File: src/rtl/pscar_pkg.sv
package pscar_pkg;
    typedef enum logic [0:0] {
        ST_WAIT_SYNC = 1'b0,
        ST_RUN       = 1'b1
    } mod_state_t;
endpackage

File: src/rtl/pscar_carrier.sv
module pscar_carrier #(
    parameter int CNT_W = 16,
    parameter int N_SUB = 5,
    localparam int MAXC   = (2 ** CNT_W) - 1,
    localparam int PERIOD = 2 * MAXC,
    localparam int POS_W  = $clog2(PERIOD),
    localparam int IDX_W  = (N_SUB > 1) ? $clog2(N_SUB) : 1
) (
    input  logic             clk,
    input  logic             rst_n,
    input  logic             sync_pulse,
    input  logic [POS_W-1:0] sync_pos,
    input  logic [IDX_W-1:0] sub_idx,
    output logic [CNT_W-1:0] cnt
);
    localparam logic [CNT_W-1:0] TOP_V = {CNT_W{1'b1}};
    localparam logic [POS_W:0]   PER_P = (POS_W+1)'(PERIOD);
    localparam logic [POS_W:0]   MAX_P = (POS_W+1)'(MAXC);

    logic [POS_W-1:0] offs [N_SUB];
    logic [POS_W-1:0] off_sel;
    logic [POS_W:0]   pos_sum;
    logic [POS_W:0]   pos_wrap;
    logic [CNT_W-1:0] load_cnt;
    logic             load_up;
    logic [CNT_W-1:0] cnt_q;
    logic             up_q;

    // phase offset of each index, one table entry per submodule
    for (genvar gi = 0; gi < N_SUB; gi++) begin : g_off
        assign offs[gi] = POS_W'((gi * PERIOD) / N_SUB);
    end

    always_comb begin
        off_sel = '0;
        for (int i = 0; i < N_SUB; i++) begin
            if (sub_idx == IDX_W'(i)) off_sel = offs[i];
        end
    end

    always_comb begin
        pos_sum  = {1'b0, sync_pos} + {1'b0, off_sel};
        pos_wrap = (pos_sum >= PER_P) ? (pos_sum - PER_P) : pos_sum;
        if (pos_wrap < MAX_P) begin
            load_cnt = CNT_W'(pos_wrap);
            load_up  = 1'b1;
        end else begin
            load_cnt = CNT_W'(PER_P - pos_wrap);
            load_up  = 1'b0;
        end
    end

    always_ff @(posedge clk or negedge rst_n) begin
        if (!rst_n) begin
            cnt_q <= '0;
            up_q  <= 1'b1;
        end else if (sync_pulse) begin
            cnt_q <= load_cnt;
            up_q  <= load_up;
        end else if (up_q) begin
            if (cnt_q == TOP_V) begin
                cnt_q <= TOP_V - 1'b1;
                up_q  <= 1'b0;
            end else begin
                cnt_q <= cnt_q + 1'b1;
            end
        end else begin
            if (cnt_q == '0) begin
                cnt_q <= CNT_W'(1);
                up_q  <= 1'b1;
            end else begin
                cnt_q <= cnt_q - 1'b1;
            end
        end
    end

    assign cnt = cnt_q;


    unit_step_chk: assert property (@(posedge clk) disable iff (!rst_n)
        !sync_pulse |=> (cnt_q == $past(cnt_q) + 1'b1) || (cnt_q == $past(cnt_q) - 1'b1));

    top_turn_chk: assert property (@(posedge clk) disable iff (!rst_n)
        (!sync_pulse && cnt_q == TOP_V) |=> cnt_q == TOP_V - 1'b1);

    bottom_turn_chk: assert property (@(posedge clk) disable iff (!rst_n)
        (!sync_pulse && cnt_q == '0) |=> cnt_q == CNT_W'(1));
endmodule

File: src/rtl/pscar_ref_sched.sv
module pscar_ref_sched #(
    parameter int CNT_W  = 16,
    parameter int TIME_W = 32
) (
    input  logic              clk,
    input  logic              rst_n,
    input  logic              sync_pulse,
    input  logic              ref_valid,
    input  logic [CNT_W-1:0]  ref_value,
    input  logic [TIME_W-1:0] ref_tag,
    output logic [CNT_W-1:0]  act_ref
);
    logic [TIME_W-1:0] time_q;
    logic [TIME_W-1:0] tag_q;
    logic [CNT_W-1:0]  shv_q;
    logic [CNT_W-1:0]  act_q;
    logic              pend_q;
    logic              due;

    assign due = pend_q && (time_q >= tag_q);

    always_ff @(posedge clk or negedge rst_n) begin
        if (!rst_n) time_q <= '0;
        else if (sync_pulse) time_q <= '0;
        else time_q <= time_q + 1'b1;
    end

    always_ff @(posedge clk or negedge rst_n) begin
        if (!rst_n) begin
            tag_q  <= '0;
            shv_q  <= '0;
            act_q  <= '0;
            pend_q <= 1'b0;
        end else begin
            if (due) act_q <= shv_q;
            if (ref_valid) begin
                shv_q  <= ref_value;
                tag_q  <= ref_tag;
                pend_q <= 1'b1;
            end else if (due) begin
                pend_q <= 1'b0;
            end
        end
    end

    assign act_ref = act_q;


    hold_ref_chk: assert property (@(posedge clk) disable iff (!rst_n)
        !pend_q |=> $stable(act_q));

    newest_wins_chk: assert property (@(posedge clk) disable iff (!rst_n)
        ref_valid |=> pend_q && (shv_q == $past(ref_value)));

    not_early_chk: assert property (@(posedge clk) disable iff (!rst_n)
        (pend_q && time_q < tag_q) |=> act_q == $past(act_q));
endmodule

File: src/rtl/pscar_ctrl.sv
module pscar_ctrl
    import pscar_pkg::*;
#(
    parameter int CNT_W = 16
) (
    input  logic             clk,
    input  logic             rst_n,
    input  logic             sync_pulse,
    input  logic [CNT_W-1:0] act_ref,
    input  logic [CNT_W-1:0] cnt,
    output logic             gate
);
    mod_state_t state_q;
    mod_state_t state_d;

    always_ff @(posedge clk or negedge rst_n) begin
        if (!rst_n) state_q <= ST_WAIT_SYNC;
        else state_q <= state_d;
    end

    always_comb begin
        state_d = state_q;
        unique case (state_q)
            ST_WAIT_SYNC: if (sync_pulse) state_d = ST_RUN;
            ST_RUN:       state_d = ST_RUN;
            default:      state_d = ST_WAIT_SYNC;
        endcase
    end

    always_comb begin
        gate = 1'b0;
        unique case (state_q)
            ST_WAIT_SYNC: gate = 1'b0;
            ST_RUN:       gate = (act_ref > cnt);
            default:      gate = 1'b0;
        endcase
    end


    run_sticky_chk: assert property (@(posedge clk) disable iff (!rst_n)
        state_q == ST_RUN |=> state_q == ST_RUN);

    first_sync_chk: assert property (@(posedge clk) disable iff (!rst_n)
        (state_q == ST_WAIT_SYNC && !sync_pulse) |=> !gate);

    gate_level_chk: assert property (@(posedge clk) disable iff (!rst_n)
        gate |-> act_ref > cnt);
endmodule

File: src/rtl/pscar_modulator.sv
module pscar_modulator #(
    parameter int CNT_W  = 16,
    parameter int N_SUB  = 5,
    parameter int TIME_W = 32,
    localparam int MAXC   = (2 ** CNT_W) - 1,
    localparam int PERIOD = 2 * MAXC,
    localparam int POS_W  = $clog2(PERIOD),
    localparam int IDX_W  = (N_SUB > 1) ? $clog2(N_SUB) : 1
) (
    input  logic              clk,
    input  logic              rst_n,
    input  logic [IDX_W-1:0]  sub_idx,
    input  logic              sync_pulse,
    input  logic [POS_W-1:0]  sync_pos,
    input  logic              ref_valid,
    input  logic [CNT_W-1:0]  ref_value,
    input  logic [TIME_W-1:0] ref_tag,
    output logic [CNT_W-1:0]  carrier_cnt,
    output logic              gate_out
);
    logic [CNT_W-1:0] cnt_w;
    logic [CNT_W-1:0] act_w;

    pscar_carrier #(.CNT_W(CNT_W), .N_SUB(N_SUB)) u_carrier (
        .clk        (clk),
        .rst_n      (rst_n),
        .sync_pulse (sync_pulse),
        .sync_pos   (sync_pos),
        .sub_idx    (sub_idx),
        .cnt        (cnt_w)
    );

    pscar_ref_sched #(.CNT_W(CNT_W), .TIME_W(TIME_W)) u_sched (
        .clk        (clk),
        .rst_n      (rst_n),
        .sync_pulse (sync_pulse),
        .ref_valid  (ref_valid),
        .ref_value  (ref_value),
        .ref_tag    (ref_tag),
        .act_ref    (act_w)
    );

    pscar_ctrl #(.CNT_W(CNT_W)) u_ctrl (
        .clk        (clk),
        .rst_n      (rst_n),
        .sync_pulse (sync_pulse),
        .act_ref    (act_w),
        .cnt        (cnt_w),
        .gate       (gate_out)
    );

    assign carrier_cnt = cnt_w;
endmodule

File: config.mk
export PLATFORM = sky130hd
export DESIGN_NAME = pscar_modulator
export DESIGN_NICKNAME = d
export VERILOG_FILES = /design/src/rtl/pscar_pkg.sv /design/src/rtl/pscar_carrier.sv /design/src/rtl/pscar_ref_sched.sv /design/src/rtl/pscar_ctrl.sv /design/src/rtl/pscar_modulator.sv
export SDC_FILE = /design/constraint.sdc
export NUM_CORES = 1
export LEC_CHECK = 0
export BUFFER_PORTS_ARGS = -buffer_cell sky130_fd_sc_hd__buf_2
export CORE_ASPECT_RATIO = 0.75
export CORE_MARGIN = 10
export CORE_UTILIZATION = 45
export DETAILED_ROUTE_END_ITERATION = 6
export PLACE_DENSITY_LB_ADDON = 0.2
export SLEW_MARGIN = 25
export SYNTH_ARGS = -nofsm -noshare
export SYNTH_HDL_FRONTEND = slang
export SYNTH_SLANG_ARGS = --single-unit
File: constraint.sdc
create_clock -name clk -period 7.4 [get_ports clk]
set_input_delay 1.11 -clock clk [delete_from_list [all_inputs] [get_ports clk]]
set_output_delay 1.11 -clock clk [all_outputs]
set_load 0.005 [all_outputs]
Word-level counts from Yosys, hierarchy flattened
Cells that the tools add are included.
- bits of input ports: 72
- latch bits: 0
- output and inout port bits: 17
- RAM bits: 0
- register bits: 115
- logic and storage cells: 48
- ROM bits: 0
- memories kept: 0
- divide/modulo/power cells: 0
- $mul: 0
- add/sub/neg operators: 6
- bitwise gates (word level): 1
- shift operators: 0
- eq/ne operators: 5
- multiplexer cells: 21
- magnitude comparators: 4
- reductions and logical operators: 3
- operators by type and width (cell ; number):
    $mux 16 ; 5
    $mux 17 ; 3
    $add 32x1->32 const B ; 1
    $ge 32x32->1 ; 1
    $mux 32 ; 1
    $add 17x17->18 ; 1
    $ge 18x17->1 const B ; 1
    $lt 18x16->1 const B ; 1
    $mux 18 ; 1
    $sub 18x17->18 const B ; 1
    $add 16x1->16 const B ; 1
    $eq 16x16->1 const B ; 1
    $gt 16x16->1 ; 1
    $logic_not 16->1 ; 1
    $sub 16x1->16 const B ; 1
    $sub 16x16->16 const A ; 1
    $mux 15 ; 1
    $mux 1 ; 8
    $eq 3x2->1 const B ; 2
    $pmux 1 s2 ; 2
    $eq 3x1->1 const B ; 1
    $eq 3x3->1 const B ; 1
    $reduce_bool 2->1 ; 1
    $logic_and 1x1->1 ; 1
    $not 1->1 ; 1

Depth between registers and ports, before layout
Gate-level depths: netlist of the first run.
- depth in word-level cells: 11
- mapped depth: 19

By module
From an unflattened synthesis of the first run, not the netlist that was laid out.
- cells, all modules: 957
- area, all modules: 8425.6 um^2
- modules (own cells, without submodules) (module ; area an instance (um^2) ; times used ; seq. area each (um^2) ; cells each):
    pscar_ref_sched ; 4684.5 ; 1 ; 2427.3 ; 439
    pscar_carrier ; 3311.9 ; 1 ; 426.7 ; 459
    pscar_ctrl ; 429.2 ; 1 ; 25.0 ; 59

Least setup slack after synthesis of the first run
OpenSTA, ideal clock, no wires.
- kind: input -> register
- start point: input sub_idx[0]
- end point: register u_carrier.cnt_q[7] (netlist: u_carrier.cnt[7])
- cell stages on the path: 17
- slack: 1.934 ns
- data arrival time: 5.346 ns
- buffers on the path: 1
- data required time: 7.280 ns
- cells stage by stage: nor2b_1 -> ha_1 -> fa_1 -> a21o_1 -> a221oi_2 -> nor2_1 -> a311o_1 -> nor4_2 -> and4_4 -> nor2_1 -> xnor2_1 -> ha_1 -> nand3b_1 -> o41a_1 -> buf_2 -> or3_1 -> a31o_1
- word-level cells in the longest chain between the ends: 11
- ends and longest elaborated chain (what ; line ; text):
    start: declaration ; pscar_modulator.sv:12 ; input logic [IDX_W-1:0] sub_idx,
    $eq 3x1->1 ; pscar_carrier.sv:37 ; if (sub_idx == IDX_W'(i)) off_sel = offs[i];
    $mux 15 ; pscar_carrier.sv:37 ;
    $mux 17 (2 in a row) ; pscar_carrier.sv:37 ;
    $mux 17 * ; pscar_carrier.sv:37 ;
    $add 17x17->18 * ; pscar_carrier.sv:42 ; pos_sum = {1'b0, sync_pos} + {1'b0, off_sel};
    $sub 18x17->18 or $ge 18x17->1 (tied branches) ; pscar_carrier.sv:43 ; pos_wrap = (pos_sum >= PER_P) ? (pos_sum - PER_P) : pos_sum;
    $mux 18 * ; pscar_carrier.sv:43 ;
    $sub 16x16->16 or $lt 18x16->1 (tied branches) ; pscar_carrier.sv:48, pscar_carrier.sv:44 ;
    $mux 16 * ; pscar_carrier.sv:44 ; if (pos_wrap < MAX_P) begin
    $mux 16 * ; pscar_carrier.sv:57 ; end else if (sync_pulse) begin
    end signal: assignment ; pscar_carrier.sv:58 ; cnt_q <= load_cnt;
    end signal: assignment ; pscar_carrier.sv:62 ; cnt_q <= TOP_V - 1'b1;
    end signal: assignment ; pscar_carrier.sv:65 ; cnt_q <= cnt_q + 1'b1;
    end: declaration ; pscar_carrier.sv:26 ; logic [CNT_W-1:0] cnt_q;
Every way passes the cells marked *; elsewhere a longest branch is shown, timed or not.
A chain may end at the register's enable or synchronous reset.

Worst setup path after layout of the first run
- start point: input sub_idx[0]
- end point: register u_carrier.cnt_q[4] (netlist: u_carrier.cnt[4])
The elaborated chain is that of the path after synthesis.

==> results of run 1 <==
through the flow:
step / setup slack, ns / hold slack [ns] / cell area (um2)
floorplan: 1.93 / 0.430 / 8460
global placement: 1.11 / 0.456 / 9110
detailed placement: 0.974 / 0.456 / 9110
CTS: 1.41 / 0.472 / 9750
global route: 0.930 / 0.486 / 9750
finish: 1.36 / 0.467 / 9760
layout by cell type, fill, tap and decap left out, drive strengths merged, types with 4 or more instances in the layout:
cell | netlist | layout
a221o | 4 | 4
a221oi | 4 | 4
nand4 | 29 | 29
nor3 | 15 | 15
buf | 9 | 96
mux2 | 34 | 34
xnor2 | 30 | 30
a21oi | 41 | 41
a21o | 27 | 27
a21boi | 4 | 4
o31ai | 5 | 5
or4 | 8 | 8
dfrtp | 114 | 114
nor3b | 4 | 4
nor2 | 72 | 72
nand2 | 89 | 89
a31oi | 13 | 13
inv | 57 | 58
or3 | 15 | 15
nor4 | 8 | 8
bufinv | 0 | 5
nor2b | 6 | 6
ha | 71 | 71
clkbuf | 32 | 19
a31o | 13 | 13
and3 | 20 | 20
and4 | 11 | 11
o21a | 9 | 9
o211ai | 5 | 5
nand2b | 8 | 8
a311o | 4 | 4
nand3 | 45 | 45
xor2 | 28 | 28
a211oi | 14 | 14
clkinv | 1 | 4
and2 | 10 | 10
o21ai | 69 | 69
power by group through the flow:
stage          logic (mW)  clock network (mW)  registers, mW
6_report            0.722               0.904          0.802
5_1_grt             0.815               0.949          0.811
3_5_place_dp        0.712                   0          0.809
3_3_place_gp        0.706                   0          0.806
4_1_cts             0.718               0.920          0.798
2_1_floorplan       0.524                   0          0.759
routing by layer:
metal | track usage, % | vias up | share of wire (%)
met5 | 0 | - | 0
met4 | 4.56 | 0 | 1.1
met3 | 4.76 | 24 | 7.7
met2 | 24.7 | 262 | 39
met1 | 28.0 | 3485 | 52
li1 | - | 3668 | -
layout make-up:
type | count | area (um2)
Antenna cell | 1 | 2.50
Clock buffer | 19 | 443
Clock inverter | 12 | 204
Fill cell | 1732 | 8700
Inverter | 58 | 218
Multi-Input combinational cell | 751 | 5200
Sequential cell | 115 | 2880
Tap cell | 247 | 309
Timing Repair Buffer | 96 | 503
worst min-delay path by stage:
stage                         from        endpoint  slack, ns  depth (start not counted)
finish              u_ctrl.state_q  u_ctrl.state_q       0.47                          1
CTS                 u_ctrl.state_q  u_ctrl.state_q       0.47                          1
global route        u_ctrl.state_q  u_ctrl.state_q       0.49                          1
global placement    u_ctrl.state_q  u_ctrl.state_q       0.46                          1
floorplan           u_ctrl.state_q  u_ctrl.state_q       0.43                          1
detailed placement  u_ctrl.state_q  u_ctrl.state_q       0.46                          1
registers in the layout (all words and copies together) (netlist names):
signal           flops
u_sched.act_ref     16
u_sched.shv_q       16
u_sched.pend_q       1
u_carrier.up_q       1
u_ctrl.state_q       1
u_sched.tag_q       32
u_carrier.cnt       16
u_sched.time_q      32
cells by family after synthesis:
group / after synthesis / share of synthesized area [%]
multiplexers: 35 / 4.65
adder cells (fa/ha/maj): 72 / 10.7
XOR/XNOR: 58 / 6.01
AND/OR/NAND/NOR: 346 / 20.7
buffers and inverters: 99 / 4.51
AO/OA/AOI/OAI: 240 / 19.3
flip-flops: 115 / 34.0
==> implementation parameters, run 1 <==
Parameter                              Value

Status
  Run status    finished, final reports clean

Power and ir drop
  Switching part of the total power    33.8%
  Power per cell area    249 nW/um2
  Power share of the clock group    37.2%
  VDD IR-drop max    126 uV
  Combinational share of power    29.8%
  Net switching power figure    0.821 mW
  Reported leakage power    4.53 nW
  Flop pwr share    33.0%
  Internal Dissipation    1.61 mW
  Final Power    2.43 mW

Clock network
  Hold buffer count at cts    0
  CTS buffer count    17
  Clock transition at the register clock pins on the worst setup and hold paths after CTS    0.05 ns
  Postcts setup bufs    0
  Insertion delay to the later sink of the worst-skew pair    0.42 ns
  Clk Tree Root Cell    clkbuf_16
  Maximum level of the CTS H-tree    4
  CTS sink cnt    115
  Number of gates resized after cts    0
  CTS tree    yes
  Buffers from clock root to sink, at most    2

Worst setup path
  Worst setup path category    primary input to flop
  Largest stage delay on the critical path    0.69 ns
  Largest fanout on the critical path    22
  Levels on crit path    17
  Critical path endpoint    u_carrier.cnt[4]
  Reg2Reg Capture Point    u_carrier.cnt[2]
  R2R Setup Slk    3.33 ns
  Critical path arrival    6.34 ns
  Type of element capturing the critical path    flop
  Bufs and invs on worst path    1
  Worst path required time    7.71 ns
  Type of origin of the critical path    primary input
  Critical-path cell with the highest stage delay    o41a_1
  Depth of the most critical reg-to-reg path    9
  Beginning of the critical path    sub_idx[0]
  Most frequent CP cell    ha_1
  Cell family contributing the most delay on the critical path    simple AND/OR/NAND/NOR gates
  Ordered list of cells on the worst path    buf_2, nor2b_1, a22o_1, ha_1, and3_1, a221oi_2, o21ai_0, xor2_1, and4_1, and4_4, nor2_1, xnor2_1, ha_1, nand3b_1, o41a_1, or3_1, a31o_1
  Reg-to-reg critical path startpoint    u_carrier.cnt[0]

Timing
  Final setup viols    0
  Max-slew violations    0
  RSZ-0062 raised after global routing    false
  Sum of negative setup slack    0 ns
  Measured slew at the worst slew-check pin    1.04 ns
  Period Utilization, post-route    81.6%
  Final min period    6.04 ns
  Worst setup skew after layout    0.00813 ns
  Final number of hold-violating endpoints    0
  Max-Slew Margin vs Limit    30.4%
  Upper clock frequency limit    0.166 GHz

Drt
  Routed length per instance    17.6 um
  Antenna Violating Nets Remaining    0
  Drt drc    0
  Detailed Routing Iterations Pass 1    5
  Via count of the routed design    7,439
  Via/cell ratio    5.73
  Wirelength, routed    22,800 um
  Drt first-iter violations    645

Run
  MaxCap Viol Count    0

Synth
  Yosys warnings    0
  Ys async rst share    100%
  Sequential fraction of the synthesis area    34.0%
  Synth top cells by count    114 x dfrtp_1, 89 x nand2_1, 72 x nor2_1, 71 x ha_1, 66 x o21ai_0
  Post-Syn Instances    965
  Number of flip-flops and latches in the synthesized netlist    115
  Post-synth EDFFs    0
  Synth Flop Type    dfrtp_1
  Post-synth top area cell    dfrtp_1
  Mean instance size in the synthesized netlist    8.76 um2
  Area share of the largest cell type after synthesis    33.7%
  Dominant cells by area after synthesis    dfrtp_1 34%, ha_1 11%, mux2_2 4.5%
  Post-synth net total    1,109
  Mapped Area    8460 um2
  Synth cell types    73
  Most numerous cell in the Yosys netlist    dfrtp_1

GRT
  First-pass GRT wire length    37,400 um
  Antenna violations before repair    1
  Via count of the first global-routing pass    7,066
  Largest net degree at the start of global routing    81
  Global-route congestion overflow total    0
  Global router's overall resource usage    18.4%

Hold path
  Worst Hold Class    flop to flop

Cells and area
  Non-filler cells in the finished layout    1,299
  Final-stage net count    1,183
  Fraction of final layout cells with drive strength greater than 1    17.5%
  Share of the core filled with cells in the final layout    52.9%
  Area growth from synthesis to layout    15.3%

Die
  Chip Width    178 um
  Floorplan row count    43
  Die ar.    24,700 um2
  Starting density of the core    45.8%
  DIE HEIGHT    139 um
  IO Count    89
  Core Footprint    18,500 um2

Place
  Half-perimeter wire length after placement    17,300 um
  Number of buffers inserted by port buffering    88
  Placer Congestion    0.924
  Instance count after placement with tap cells included    1,267
(Power assumes the default switching activity.)
==> inputs of run 2 (changes only) <==
clock period = 5.62 ns   (was 7.4 ns; I/O delays follow)
==> run 2 against run 1 <==
Against the previous run: worst hold slack got worse by 0.027 ns; critical path type unchanged; total power increased by 30%; combinational power increased by 40%; count of clock-buffer cells in the layout unchanged; largest cell class unchanged; sequential share of layout area decreased by 0.80 points; sequential power increased by 31%.
==> implementation parameters, run 2 (same netlist as run 1, synthesis figures left out) <==
Parameter                              Value

Cells and area
  Most frequent cells in the layout    114 x dfrtp_1, 89 x nand2_1, 87 x buf_2
  Number of fill cells in the layout    1,697 (-2.0%)
  Final-stage net count    1,226 (+3.6%)
  Top Registers    u_sched.tag_q (32), u_sched.time_q (32)
  Fraction of final layout cells with drive strength greater than 1    20.7% (+3.2 points)
  Share of the core filled with cells in the final layout    54.3% (+1.5 points)
  Most frequent standard cell in the layout excluding fill and tap cells    dfrtp_1
  Count of inserted antenna diode cells    0 (-1)
  Area growth from synthesis to layout    18.5%

Drt
  Via count of the routed design    7,568 (+1.7%)
  Wirelength, routed    23,100 um (+1.2%)
  Antenna Violating Nets Remaining    0 (unchanged)
  Via/cell ratio    5.64 (-1.5%)
  Routed length per instance    17.2 um (-2.1%)
  Drt drc    0 (unchanged)
  Detailed Routing Iterations Pass 1    5 (unchanged)
  Drt first-iter violations    739 (+15%)

GRT
  Largest net degree at the start of global routing    75 (-7.4%)
  Global-route congestion overflow total    0 (unchanged)
  Antenna violations before repair    0 (-1)
  First-pass GRT wire length    37,900 um (+1.3%)
  Global router's overall resource usage    18.7% (+0.28 points)
  Via count of the first global-routing pass    7,118 (+0.74%)

Timing
  Max-Slew Margin vs Limit    45.3% (+15 points)
  Sum of negative setup slack    0 ns (unchanged)
  Final number of hold-violating endpoints    0 (unchanged)
  RSZ-0062 raised after global routing    false
  Final min period    5.23 ns
  Final setup viols    0 (unchanged)
  Upper clock frequency limit    0.191 GHz
  Worst setup skew after layout    0.00904 ns (+0.000903 ns)
  Measured slew at the worst slew-check pin    0.814 ns (-0.223 ns)
  Max-slew violations    0 (unchanged)
  Period Utilization, post-route    93.0%

Worst setup path
  Most frequent CP cell    ha_1
  Ordered list of cells on the worst path    buf_2, nor2b_1, a22o_1, ha_1, and3_1, a221oi_2, buf_4, o211a_1, or4_4, a211oi_2, and4_4, nor2_1, xnor2_1, ha_1, nand3b_1, o41a_1, or3_1, a31o_1
  Cell family contributing the most delay on the critical path    compound AO/OA/AOI/OAI gates
  Worst path required time    5.92 ns (-1.79 ns)
  Critical-path cell with the highest stage delay    o41a_1
  Worst setup path category    primary input to flop
  Largest fanout on the critical path    19 (-14%)
  Type of element capturing the critical path    flop
  Bufs and invs on worst path    2 (+1)
  Critical path arrival    5.53 ns (-0.81 ns)
  Largest stage delay on the critical path    0.65 ns (-0.04 ns)
  Type of origin of the critical path    primary input

Die
  Starting density of the core    45.8% (unchanged)
  IO Count    89 (unchanged)
  DIE HEIGHT    139 um (unchanged)
  Floorplan row count    43 (unchanged)
  Die ar.    24,700 um2 (unchanged)
  Core Footprint    18,500 um2 (unchanged)
  Chip Width    178 um (unchanged)

Place
  Number of buffers inserted by port buffering    88 (unchanged)
  Placer Congestion    0.870 (-5.9%)
  Half-perimeter wire length after placement    17,900 um (+3.2%)

Clock network
  Insertion delay to the later sink of the worst-skew pair    0.42 ns (about the same)
  Clk Tree Root Cell    clkbuf_16
  CTS tree    yes
  Maximum level of the CTS H-tree    4 (unchanged)
  Clock transition at the register clock pins on the worst setup and hold paths after CTS    0.05 ns (about the same)
  CTS sink cnt    115 (unchanged)
  Number of gates resized after cts    0 (unchanged)
  Buffers from clock root to sink, at most    2 (unchanged)
  Hold buffer count at cts    0 (unchanged)
  Postcts setup bufs    0 (unchanged)
  CTS buffer count    17 (unchanged)

Hold path
  Worst Hold Class    primary input to asynchronous set/reset pin

Power and ir drop
  VDD IR-drop max    144 uV (+14%)
  Reported leakage power    4.73 nW (+4.3%)
  Power per cell area    315 nW/um2 (+27%)

Status
  Run status    finished, final reports clean

Run
  MaxCap Viol Count    0 (unchanged)
-- run 2: changes by cell type in the layout (fill, tap and decap cells not counted) --
cell	delta
diode_2	-1
clkinv_2	+3
clkinvlp_4	-1
bufinv_16	-2
buf_4	+42
clkinv_4	+1
clkbuf_8	-1
buf_6	+1
clkbuf_1	+1
-- run 2: layer usage --
metal / track usage, % / share of wire (%)
met3: 3.84 / 6.6
met2: 25.3 / 40
met4: 4.82 / 1.0
met5: 0 / 0
met1: 28.8 / 52
-- run 2: metrics by stage --
step	std cells	area [um2]	setup slack [ns]	hold slack, ns	power (mW)
global placement	1310	9430	0.0499	0.450	2.05
finish	1342	10000	0.391	0.439	3.16
global route	1342	10000	0.0497	0.475	3.36
CTS	1342	10000	0.437	0.465	3.17
floorplan	965	8460	0.421	0.430	1.69
detailed placement	1310	9430	0.00132	0.452	2.06
-- run 2: worst register-to-register path, stage by stage, from the launching register on --
cell	delay, ns
dfrtp_1	0.41
inv_1	0.06
ha_1	0.26
nand2b_1	0.14
a21o_1	0.19
a21o_1	0.20
a21o_1	0.18
a21o_1	0.17
a21oi_1	0.14
o21ai_0	0.13
a221oi_1	0.41
o211ai_1	0.20
nand2_1	0.60
mux2_2	0.42
-- run 2: power breakdown --
part	switching (mW)	internal, mW	total (mW)	leakage [nW]
sequential	0.127	0.928	1.05	1.45
clock	0.397	0.696	1.09	0.287
combinational	0.569	0.443	1.01	2.99
-- run 2: worst paths after layout --
path | slack (ns) | endpoint | startpoint | depth (start not counted)
max reg2reg | 1.99 | u_sched.act_ref[0] | u_sched.time_q[0] | 13
min | 0.44 | u_sched.act_ref[12] | rst_n | 1
max in group asynchronous | 4.16 | u_sched.tag_q[5] | rst_n | 2
min in group clk | 0.46 | u_ctrl.state_q | u_ctrl.state_q | 1
min reg2reg | 0.46 | u_ctrl.state_q | u_ctrl.state_q | 1
max | 0.39 | u_carrier.cnt[5] | sub_idx[0] | 18
-- run 2: area by class of cell --
type | instances | area [um2] | share of cell area, %
Tap cell | 247 | 309 | 3.08
Multi-Input combinational cell | 751 | 5200 | 51.8
Clock buffer | 19 | 433 | 4.32
Clock inverter | 13 | 160 | 1.60
Inverter | 58 | 218 | 2.17
Timing Repair Buffer | 139 | 830 | 8.27
Sequential cell | 115 | 2880 | 28.7
